<file path="config.mk">
export PLATFORM = sky130hd
export DESIGN_NAME = smb_lane_ctl
export DESIGN_NICKNAME = d
export VERILOG_FILES = /design/src/rtl/smb_pkg.sv /design/src/rtl/smb_line_sync.sv /design/src/rtl/smb_byte_engine.sv /design/src/rtl/smb_regs.sv /design/src/rtl/smb_lane_ctl.sv
export SDC_FILE = /design/constraint.sdc
export NUM_CORES = 1
export LEC_CHECK = 0
export ABC_AREA = 1
export BUFFER_PORTS_ARGS = -buffer_cell sky130_fd_sc_hd__buf_2
export CORE_UTILIZATION = 61
export CTS_CLUSTER_DIAMETER = 120
export DETAILED_ROUTE_END_ITERATION = 10
export GPL_ROUTABILITY_DRIVEN = 0
export GPL_TIMING_DRIVEN = 0
export PLACE_DENSITY = 0.92
export SYNTH_ARGS = -nofsm -noshare
export SYNTH_HDL_FRONTEND = slang
export SYNTH_SLANG_ARGS = --single-unit
</file>
<file path="constraint.sdc">
create_clock -name clk -period 2.63 [get_ports clk]
set_clock_uncertainty 0.1 [all_clocks]
set_input_delay 0.526 -clock clk [delete_from_list [all_inputs] [get_ports clk]]
set_output_delay 0.526 -clock clk [all_outputs]
set_load 0.02 [all_outputs]
</file>
<file path="src/rtl/smb_pkg.sv">
package smb_pkg;
  localparam int REG_W = 8;

  typedef enum logic [2:0] {
    ST_IDLE,
    ST_ADDR,
    ST_PTR,
    ST_WDATA,
    ST_RDATA,
    ST_RACK,
    ST_SKIP
  } smb_st_e;

  // observation register image: strap in 6:3, load flag in 2
  function automatic logic [REG_W-1:0] obs_pack(input logic [3:0] strap,
                                                input logic done);
    return {1'b0, strap, done, 2'b00};
  endfunction

  function automatic logic addr_hit(input logic [REG_W-1:0] b,
                                    input logic [6:0] dev);
    return b[REG_W-1:1] == dev;
  endfunction

  // before the first register write the pin owns every lane
  function automatic logic [REG_W-1:0] lane_sel(input logic owned,
                                                input logic [REG_W-1:0] regv,
                                                input logic pin);
    return owned ? regv : {REG_W{pin}};
  endfunction
endpackage

</file>
<file path="src/rtl/smb_line_sync.sv">
module smb_line_sync #(
  parameter int STAGES = 2
) (
  input  logic clk,
  input  logic rst_n,
  input  logic scl_i,
  input  logic sda_i,
  output logic scl_s,
  output logic sda_s,
  output logic scl_rise,
  output logic scl_fall,
  output logic start_det,
  output logic stop_det
);
  logic [STAGES-1:0] scl_ff, sda_ff;
  logic scl_d, sda_d;

  always_ff @(posedge clk or negedge rst_n) begin
    if (!rst_n) begin
      scl_ff <= '1;
      sda_ff <= '1;
      scl_d  <= 1'b1;
      sda_d  <= 1'b1;
    end else begin
      scl_ff <= {scl_ff[STAGES-2:0], scl_i};
      sda_ff <= {sda_ff[STAGES-2:0], sda_i};
      scl_d  <= scl_ff[STAGES-1];
      sda_d  <= sda_ff[STAGES-1];
    end
  end

  assign scl_s     = scl_ff[STAGES-1];
  assign sda_s     = sda_ff[STAGES-1];
  assign scl_rise  = scl_s & ~scl_d;
  assign scl_fall  = ~scl_s & scl_d;
  assign start_det = scl_s & scl_d & sda_d & ~sda_s;
  assign stop_det  = scl_s & scl_d & ~sda_d & sda_s;
endmodule

</file>
<file path="src/rtl/smb_byte_engine.sv">
module smb_byte_engine import smb_pkg::*; #(
  parameter logic [6:0] DEV_ADDR = 7'h58
) (
  input  logic             clk,
  input  logic             rst_n,
  input  logic             sda_s,
  input  logic             scl_rise,
  input  logic             scl_fall,
  input  logic             start_det,
  input  logic             stop_det,
  input  logic [REG_W-1:0] rd_data,
  output logic             sda_oe,
  output logic             wr_stb,
  output logic [REG_W-1:0] wr_data,
  output logic [REG_W-1:0] reg_ptr,
  output logic             in_ack,
  output logic             in_rd,
  output logic [2:0]       bit_cnt
);
  smb_st_e          st, pend;
  logic [REG_W-1:0] sh;
  logic             full, ackph;

  always_ff @(posedge clk or negedge rst_n) begin
    if (!rst_n) begin
      st <= ST_IDLE; pend <= ST_IDLE; sh <= '0; bit_cnt <= '0;
      full <= 1'b0; ackph <= 1'b0; sda_oe <= 1'b0;
      reg_ptr <= '0; wr_stb <= 1'b0;
    end else begin
      wr_stb <= 1'b0;
      if (start_det || stop_det) begin
        st <= start_det ? ST_ADDR : ST_IDLE;
        bit_cnt <= '0; full <= 1'b0; ackph <= 1'b0; sda_oe <= 1'b0;
      end else begin
        unique case (st)
          ST_ADDR, ST_PTR, ST_WDATA: begin
            if (ackph) begin
              if (scl_fall) begin
                ackph <= 1'b0; bit_cnt <= '0; st <= pend;
                if (pend == ST_RDATA) begin
                  sh <= rd_data; sda_oe <= ~rd_data[REG_W-1];
                end else sda_oe <= 1'b0;
              end
            end else if (full) begin
              if (scl_fall) begin
                full <= 1'b0;
                if (st == ST_ADDR) begin
                  if (addr_hit(sh, DEV_ADDR)) begin
                    ackph <= 1'b1; sda_oe <= 1'b1;
                    pend <= sh[0] ? ST_RDATA : ST_PTR;
                  end else st <= ST_SKIP;
                end else if (st == ST_PTR) begin
                  reg_ptr <= sh; ackph <= 1'b1; sda_oe <= 1'b1; pend <= ST_WDATA;
                end else begin
                  wr_stb <= 1'b1; ackph <= 1'b1; sda_oe <= 1'b1; pend <= ST_SKIP;
                end
              end
            end else if (scl_rise) begin
              sh <= {sh[REG_W-2:0], sda_s};
              bit_cnt <= bit_cnt + 3'd1;
              if (bit_cnt == 3'd7) full <= 1'b1;
            end
          end
          ST_RDATA: begin
            if (scl_rise) begin
              bit_cnt <= bit_cnt + 3'd1;
              if (bit_cnt == 3'd7) full <= 1'b1;
            end else if (scl_fall) begin
              if (full) begin
                full <= 1'b0; sda_oe <= 1'b0; st <= ST_RACK;
              end else begin
                sh <= {sh[REG_W-2:0], 1'b0};
                sda_oe <= ~sh[REG_W-2];
              end
            end
          end
          ST_RACK: if (scl_rise) st <= ST_SKIP;
          default: ;
        endcase
      end
    end
  end

  assign wr_data = sh;
  assign in_ack  = ackph;
  assign in_rd   = (st == ST_RDATA);
endmodule

</file>
<file path="src/rtl/smb_regs.sv">
module smb_regs import smb_pkg::*; #(
  parameter logic [REG_W-1:0] OBS_ADDR = 8'h00,
  parameter logic [REG_W-1:0] PD_ADDR  = 8'h01
) (
  input  logic             clk,
  input  logic             rst_n,
  input  logic             wr_stb,
  input  logic [REG_W-1:0] reg_ptr,
  input  logic [REG_W-1:0] wr_data,
  input  logic [3:0]       strap_ad,
  input  logic             load_done,
  input  logic             pwdn_pin,
  output logic [REG_W-1:0] rd_data,
  output logic [REG_W-1:0] lane_pd,
  output logic [REG_W-1:0] pd_q,
  output logic             wr_seen,
  output logic             pd_we
);
  assign pd_we = wr_stb && (reg_ptr == PD_ADDR);

  always_ff @(posedge clk or negedge rst_n) begin
    if (!rst_n) begin
      pd_q    <= '0;
      wr_seen <= 1'b0;
    end else if (pd_we) begin
      pd_q    <= wr_data;
      wr_seen <= 1'b1;
    end
  end

  always_comb begin
    if (reg_ptr == OBS_ADDR)     rd_data = obs_pack(strap_ad, load_done);
    else if (reg_ptr == PD_ADDR) rd_data = pd_q;
    else                         rd_data = '0;
  end

  assign lane_pd = lane_sel(wr_seen, pd_q, pwdn_pin);
endmodule

</file>
<file path="src/rtl/smb_lane_ctl.sv">
module smb_lane_ctl import smb_pkg::*; #(
  parameter logic [6:0] DEV_ADDR    = 7'h58,
  parameter int         SYNC_STAGES = 2
) (
  input  logic             clk,
  input  logic             rst_n,
  input  logic             scl_i,
  input  logic             sda_i,
  output logic             sda_oe,
  input  logic [3:0]       strap_ad,
  input  logic             load_done,
  input  logic             pwdn_pin,
  output logic [REG_W-1:0] lane_pd
);
  logic scl_s, sda_s, scl_rise, scl_fall, start_det, stop_det;
  logic wr_stb, in_ack, in_rd, wr_seen, pd_we;
  logic [2:0] bit_cnt;
  logic [REG_W-1:0] wr_data, reg_ptr, rd_data, pd_q;

  smb_line_sync #(.STAGES(SYNC_STAGES)) u_sync (
    .clk(clk), .rst_n(rst_n), .scl_i(scl_i), .sda_i(sda_i),
    .scl_s(scl_s), .sda_s(sda_s), .scl_rise(scl_rise), .scl_fall(scl_fall),
    .start_det(start_det), .stop_det(stop_det)
  );

  smb_byte_engine #(.DEV_ADDR(DEV_ADDR)) u_eng (
    .clk(clk), .rst_n(rst_n), .sda_s(sda_s), .scl_rise(scl_rise),
    .scl_fall(scl_fall), .start_det(start_det), .stop_det(stop_det),
    .rd_data(rd_data), .sda_oe(sda_oe), .wr_stb(wr_stb), .wr_data(wr_data),
    .reg_ptr(reg_ptr), .in_ack(in_ack), .in_rd(in_rd), .bit_cnt(bit_cnt)
  );

  smb_regs u_regs (
    .clk(clk), .rst_n(rst_n), .wr_stb(wr_stb), .reg_ptr(reg_ptr),
    .wr_data(wr_data), .strap_ad(strap_ad), .load_done(load_done),
    .pwdn_pin(pwdn_pin), .rd_data(rd_data), .lane_pd(lane_pd),
    .pd_q(pd_q), .wr_seen(wr_seen), .pd_we(pd_we)
  );
endmodule

</file>
After elaboration in Yosys (flattened, before gate mapping)
Cells that the tools add are included.
{ "word_totals": {"ff_bits": 44, "in_bits": 10, "wordCells": 149, "output_inout_bits": 9} }
{ "classes": {"reduce_logical": 15, "n_eq_ne": 31, "addsub": 1, "mux": 71, "bitwise": 16} }
{ "ops": {"columns": ["cell", "n"], "rows": [
  ["two-way mux 8 bit", 11],
  ["two-way mux 3 bit", 20],
  ["two-way mux 1 bit", 35],
  ["one-hot mux 8 bit (2 select lines)", 1],
  ["AND reduction 7 bit", 2],
  ["equality test 3 bit, second input constant", 4],
  ["inequality test 3 x 2 -> 1 bit, second input constant", 4],
  ["inequality test 3 bit, second input constant", 4],
  ["inequality test 4 bit, second input constant", 3],
  ["AND reduction 10 bit", 1],
  ["inverter 1 bit", 9],
  ["one-hot mux 3 bit (3 select lines)", 1],
  ["AND reduction 9 bit", 1],
  ["equality test 8 x 1 -> 1 bit, second input constant", 1],
  ["zero test 8 bit", 1],
  ["inequality test 2 bit, second input constant", 4],
  ["inequality test 4 x 1 -> 1 bit, second input constant", 2],
  ["inequality test 4 x 2 -> 1 bit, second input constant", 2],
  ["bitwise AND 1 bit", 7],
  ["equality test 7 bit, second input constant", 1],
  ["equality test 3 x 2 -> 1 bit, second input constant", 2],
  ["one-hot mux 3 bit (2 select lines)", 1],
  ["AND reduction 6 bit", 1],
  ["inequality test 5 x 3 -> 1 bit, second input constant", 1],
  ["other kinds (13)", 15]
]} }

Longest topological paths before layout
{ "depth": {"depth_word": 9, "mapped_depth": 13, "mapped_depth_nobuf": 12} }

By module
From an unflattened synthesis, not the netlist that was laid out.
{ "unflattened": {"cells_unflattened": 364, "hier_area_um2": 2622.5} }
{ "modules_own_cells": {"columns": ["mod", "seq_area_each_um2", "n_inst", "cells_per_inst", "area_each_um2"], "rows": [
  ["smb_byte_engine", 725.7, 1, 255, 1830.5],
  ["smb_regs", 225.2, 1, 92, 593.1],
  ["smb_line_sync", 157.7, 1, 17, 198.9]
]} }

Worst setup path before layout
Ideal clock, no wire load.
{ "synth_timing": {"path_type": "register to register", "start": "register u_sync.scl_d", "end": "register u_eng.sh[6] (netlist: u_eng.wr_data[6])", "synth_period_minus_slack_ps": 1780, "setup_time_ps": 74, "required_ps": 2456, "setup_slack_ps": 850, "arrival_ps": 1606, "path_buffers": 2, "stages_incl_launch_ff": 14, "path_cell_list": "dfstp_2 -> inv_1 -> ha_1 -> buf_2 -> inv_1 -> nand2_1 -> nand2_1 -> nand2_1 -> inv_2 -> nand2_4 -> nor2_8 -> buf_8 -> nand2_1 -> o21ai_2"} }
{ "synth_via": {"elab_chain_cells": 6, "word_cells_on_any_way": 15} }
{ "synth_rtl": {"columns": ["item", "line_no", "text"], "rows": [
  ["start, declared", "smb_line_sync.sv:16", "logic scl_d, sda_d;"],
  ["start signal, assigned", "smb_line_sync.sv:27", "scl_d <= scl_ff[STAGES-1];"],
  ["bitwise AND 1 bit", "smb_line_sync.sv:36, smb_line_sync.sv:37", null],
  ["bitwise AND 1 bit (on tied branches) (2 in a row)", "smb_line_sync.sv:36, smb_line_sync.sv:37", null],
  ["logical OR 1 bit", "smb_byte_engine.sv:31", "if (start_det || stop_det) begin"],
  ["inverter 1 bit (no source line)", null, null],
  ["AND reduction 9 bit (no source line) (*)", null, null],
  ["end signal, assigned", "smb_byte_engine.sv:41", "sh <= rd_data; sda_oe <= ~rd_data[REG_W-1];"],
  ["end signal, assigned", "smb_byte_engine.sv:59", "sh <= {sh[REG_W-2:0], sda_s};"],
  ["end signal, assigned", "smb_byte_engine.sv:72", "sh <= {sh[REG_W-2:0], 1'b0};"],
  ["end, declared", "smb_byte_engine.sv:21", "logic [REG_W-1:0] sh;"]
]} }
Every way passes the cells marked *; elsewhere a longest branch is shown, timed or not.
A chain may end at the register's enable or synchronous reset.

Worst setup path after layout
{ "layout_timing": {"start": "register u_sync.scl_ff[1]", "end": "register u_eng.pend[0]"} }
{ "layout_via": {"elab_chain_cells": 6, "word_cells_on_any_way": 10} }
{ "layout_rtl": {"columns": ["item", "line_no", "text"], "rows": [
  ["start, declared", "smb_line_sync.sv:15", "logic [STAGES-1:0] scl_ff, sda_ff;"],
  ["start signal, assigned", "smb_line_sync.sv:25", "scl_ff <= {scl_ff[STAGES-2:0], scl_i};"],
  ["bitwise AND 1 bit", "smb_line_sync.sv:36, smb_line_sync.sv:37", null],
  ["bitwise AND 1 bit (on tied branches) (2 in a row)", "smb_line_sync.sv:36, smb_line_sync.sv:37", null],
  ["logical OR 1 bit", "smb_byte_engine.sv:31", null],
  ["inverter 1 bit (no source line)", null, null],
  ["AND reduction 6 bit (no source line) (*)", null, null],
  ["end signal, assigned", "smb_byte_engine.sv:50", "pend <= sh[0] ? ST_RDATA : ST_PTR;"],
  ["end, declared", "smb_byte_engine.sv:20", "smb_st_e st, pend;"]
]} }
Marked as above.

==> run_results.csv <==
group,metric,value,unit
yosys,syn_inst,330,
cells_and_area,antennaDiodeCount,0,
yosys,synth_common_cells,"nand2_1, dfrtp_1, nand3_1, nor2_1",
cts,holdBufCountCts,0,
die,die_w,65.8,um
global_route,grt_max_degree,45,
yosys,post-synth-top-count-cell,"nand2_1",
power,pwr_density_cell,958,nW/um^2
critical_path,critPathCaptureType,"flop",
cells_and_area,nets,370,
sta,period_minus_slack,2.09,ns
global_route,grt_pass1_wl,8820,um
sta,layout_worst_path_cycle_share,79.7,%
sta,fmax,0.477,GHz
sta,tns,0,ns
sta,worst_slack,0.535,ns
hold_path,holdCritPathClass,"in -> reg",
route,drcViolationCount,0,
sta,setup_viol,0,
route,drtAntennaViolNets,0,
yosys,synth_nets,345,
critical_path,path_class,"reg -> reg",
cts,cts_setup_buffers,0,
cts,cts_tree,"built",
die,initial_core_util,65.9,%
cts,clk_pin_slew,0.08,ns
yosys,ys_types,31,
global_route,grt_remaining_overflow,0,
sta,slew_violations,0,
route,avgViaCountPerCell,5.54,
route,drt_iter0_drc,295,
global_route,grt_usage,27.3,%
cts,root_buffer,"clkbuf_8",
global_route,grt_pass1_vias,2000,
yosys,yosysWarnings,0,
job,max_cap_violations,0,
cells_and_area,utilization,72.2,%
route,wl_per_cell,13.2,um
cells_and_area,area_growth_syn_to_layout,9.57,%
cts,clockBufferDepth,2,
yosys,ys.flop_type,"dfrtp_1",
yosys,synth_top_area_share,38.3,%
power,vdd_drop_max,0.000613,V
yosys,synthArstFlopShare,100,%
outcome,outcome,"completed",
yosys,synth.avg_cell_area,7.53,sq um
sta,hold_viol_final,0,
route,dr.pass1.iters,7,
cts,cts_made_buffers,5,
yosys,syn-cell-area,2480,sq um
yosys,synth.largest_area_cell,"dfrtp_1",
cells_and_area,drive_gt1_share,17.7,%
global_route,antenna_found_initial,0,
yosys,synth.area.top_cells,"dfrtp_1, nand2_1, nand3_1",
place,port_buffers,18,
yosys,synth_edf_count,0,
critical_path,worstPathRequired,2.70,ns
cts,clkSinkCount,44,
sta,relSlewSlack,37.3,%
yosys,ys_seq_area_share,44.6,%
die,coreArea,3770,sq um
die,die_h,65.8,um
sta,rsz0062_at_grt,"no",
critical_path,path_max_fanout,10,
die,die-area,4330,sq um
yosys,synth_seq_cells,44,
place,dp_hpwl,3800,um
die,ios,19,
cells_and_area,fill_cells,285,
sta,tightest_slew,0.941,ns
cts,clkLatencyLatePin,0.30,ns
die,num_rows,22,
power,p_leak,0.00136,uW
place,post-place-ws,0.594,ns
route,drt_wl_total,5350,um
cts,htreeDepth,2,
cts,cts_resized,0,
route,vias,2238,
critical_path,worst_ep_arrival_time,2.17,ns
critical_path,cp-start-kind,"flop",
stage by stage:
step           hold WS (ns)  total power, uW  instance area [sq um]  std cells
2_1_floorplan         0.130             1900                   2480        330
3_3_place_gp          0.246             2130                   2640        396
3_5_place_dp          0.249             2170                   2640        396
4_1_cts               0.210             2600                   2720        404
5_1_grt               0.204             2800                   2720        404
6_report              0.216             2610                   2720        404
worst max-delay path: stages (launching register included):
cell and delay [ns]:
dfstp_2 0.56, ha_1 0.22, nand3_1 0.13, nand2_1 0.24
nor2_1 0.09, nand2_1 0.23, buf_2 0.26, o21ai_0 0.13
metal layers:
layer	up-vias	track usage [%]	share of wire [%]
li1	1107	-	-
met1	1042	35.9	45
met2	77	44.0	47
met3	12	5.86	5.7
met4	0	10.1	1.5
met5	-	0	0
cell type report:
| cell class | instances | area [sq um] | area share, % |
|---|---|---|---|
| tap | 48 | 60.1 | 2.21 |
| multi-input combinational | 245 | 1200 | 44.2 |
| inverter | 33 | 124 | 4.55 |
| buffer | 8 | 50.0 | 1.84 |
| sequential | 44 | 1110 | 40.7 |
| clock inverter | 3 | 18.8 | 0.689 |
| timing repair buffer | 18 | 90.1 | 3.31 |
| clock buffer | 5 | 68.8 | 2.53 |
state kept, by name, indices dropped and copies added, names as in the netlist:
register        flops
u_eng.full          1
u_eng.reg_ptr       8
u_regs.wr_seen      1
u_eng.bit_cnt       3
u_eng.wr_data       8
u_sync.scl_ff       2
u_sync.scl_d        1
u_sync.sda_ff       2
u_eng.wr_stb        1
u_eng.sda_oe        1
u_eng.pend          3
u_regs.pd_q         8
u_sync.sda_d        1
u_eng.st            3
u_eng.in_ack        1
cell families (layout without fill, tap and decap cells):
group	after synthesis	after routing	share of synthesized area (%)
AOI/OAI and AO/OA	47	47	11.3
adders and majority gates	5	5	2.52
and+or+nand+nor	190	190	33.4
DFF	44	44	44.6
xor gates and xnor gates	1	1	0.353
muxes	2	2	0.806
buffers and inverters	41	67	7.00
cell usage in the layout (no fill, tap or decap), types with 2 or more instances in the layout:
master,count
nand2_2,2
dfstp_2,6
nand3_1,38
clkbuf_1,2
o21ai_1,3
inv_2,6
nor2_1,30
o21ai_0,27
nand2_1,109
ha_1,5
mux2i_1,2
inv_1,27
dfrtp_1,38
buf_2,22
a21oi_1,5
clkbuf_8,5
nor2_2,3
clkinv_2,2
o21ai_2,7
nor2_4,3
final timing paths:
kind | from | endpoint | slack, ns | depth (start not counted)
setup / recovery | u_sync.scl_ff[1] | u_eng.pend[0] | 0.54 | 7
hold / removal | sda_i | u_sync.sda_ff[0] | 0.22 | 1
setup reg to reg | u_sync.scl_ff[1] | u_eng.pend[0] | 0.54 | 7
hold reg to reg | u_sync.scl_ff[0] | u_sync.scl_ff[1] | 0.26 | 0
max in group asynchronous | rst_n | u_eng.reg_ptr[6] | 1.58 | 1
min in group asynchronous | rst_n | u_eng.wr_data[4] | 0.26 | 1
power by group:
group          leakage (uW)  internal [uW]  switching [uW]  total, uW
clock             0.0000479            185             238        423
sequential         0.000577            839             146        985
combinational      0.000733            398             802       1200
Note: power is estimated with default switching activity, not from simulation.
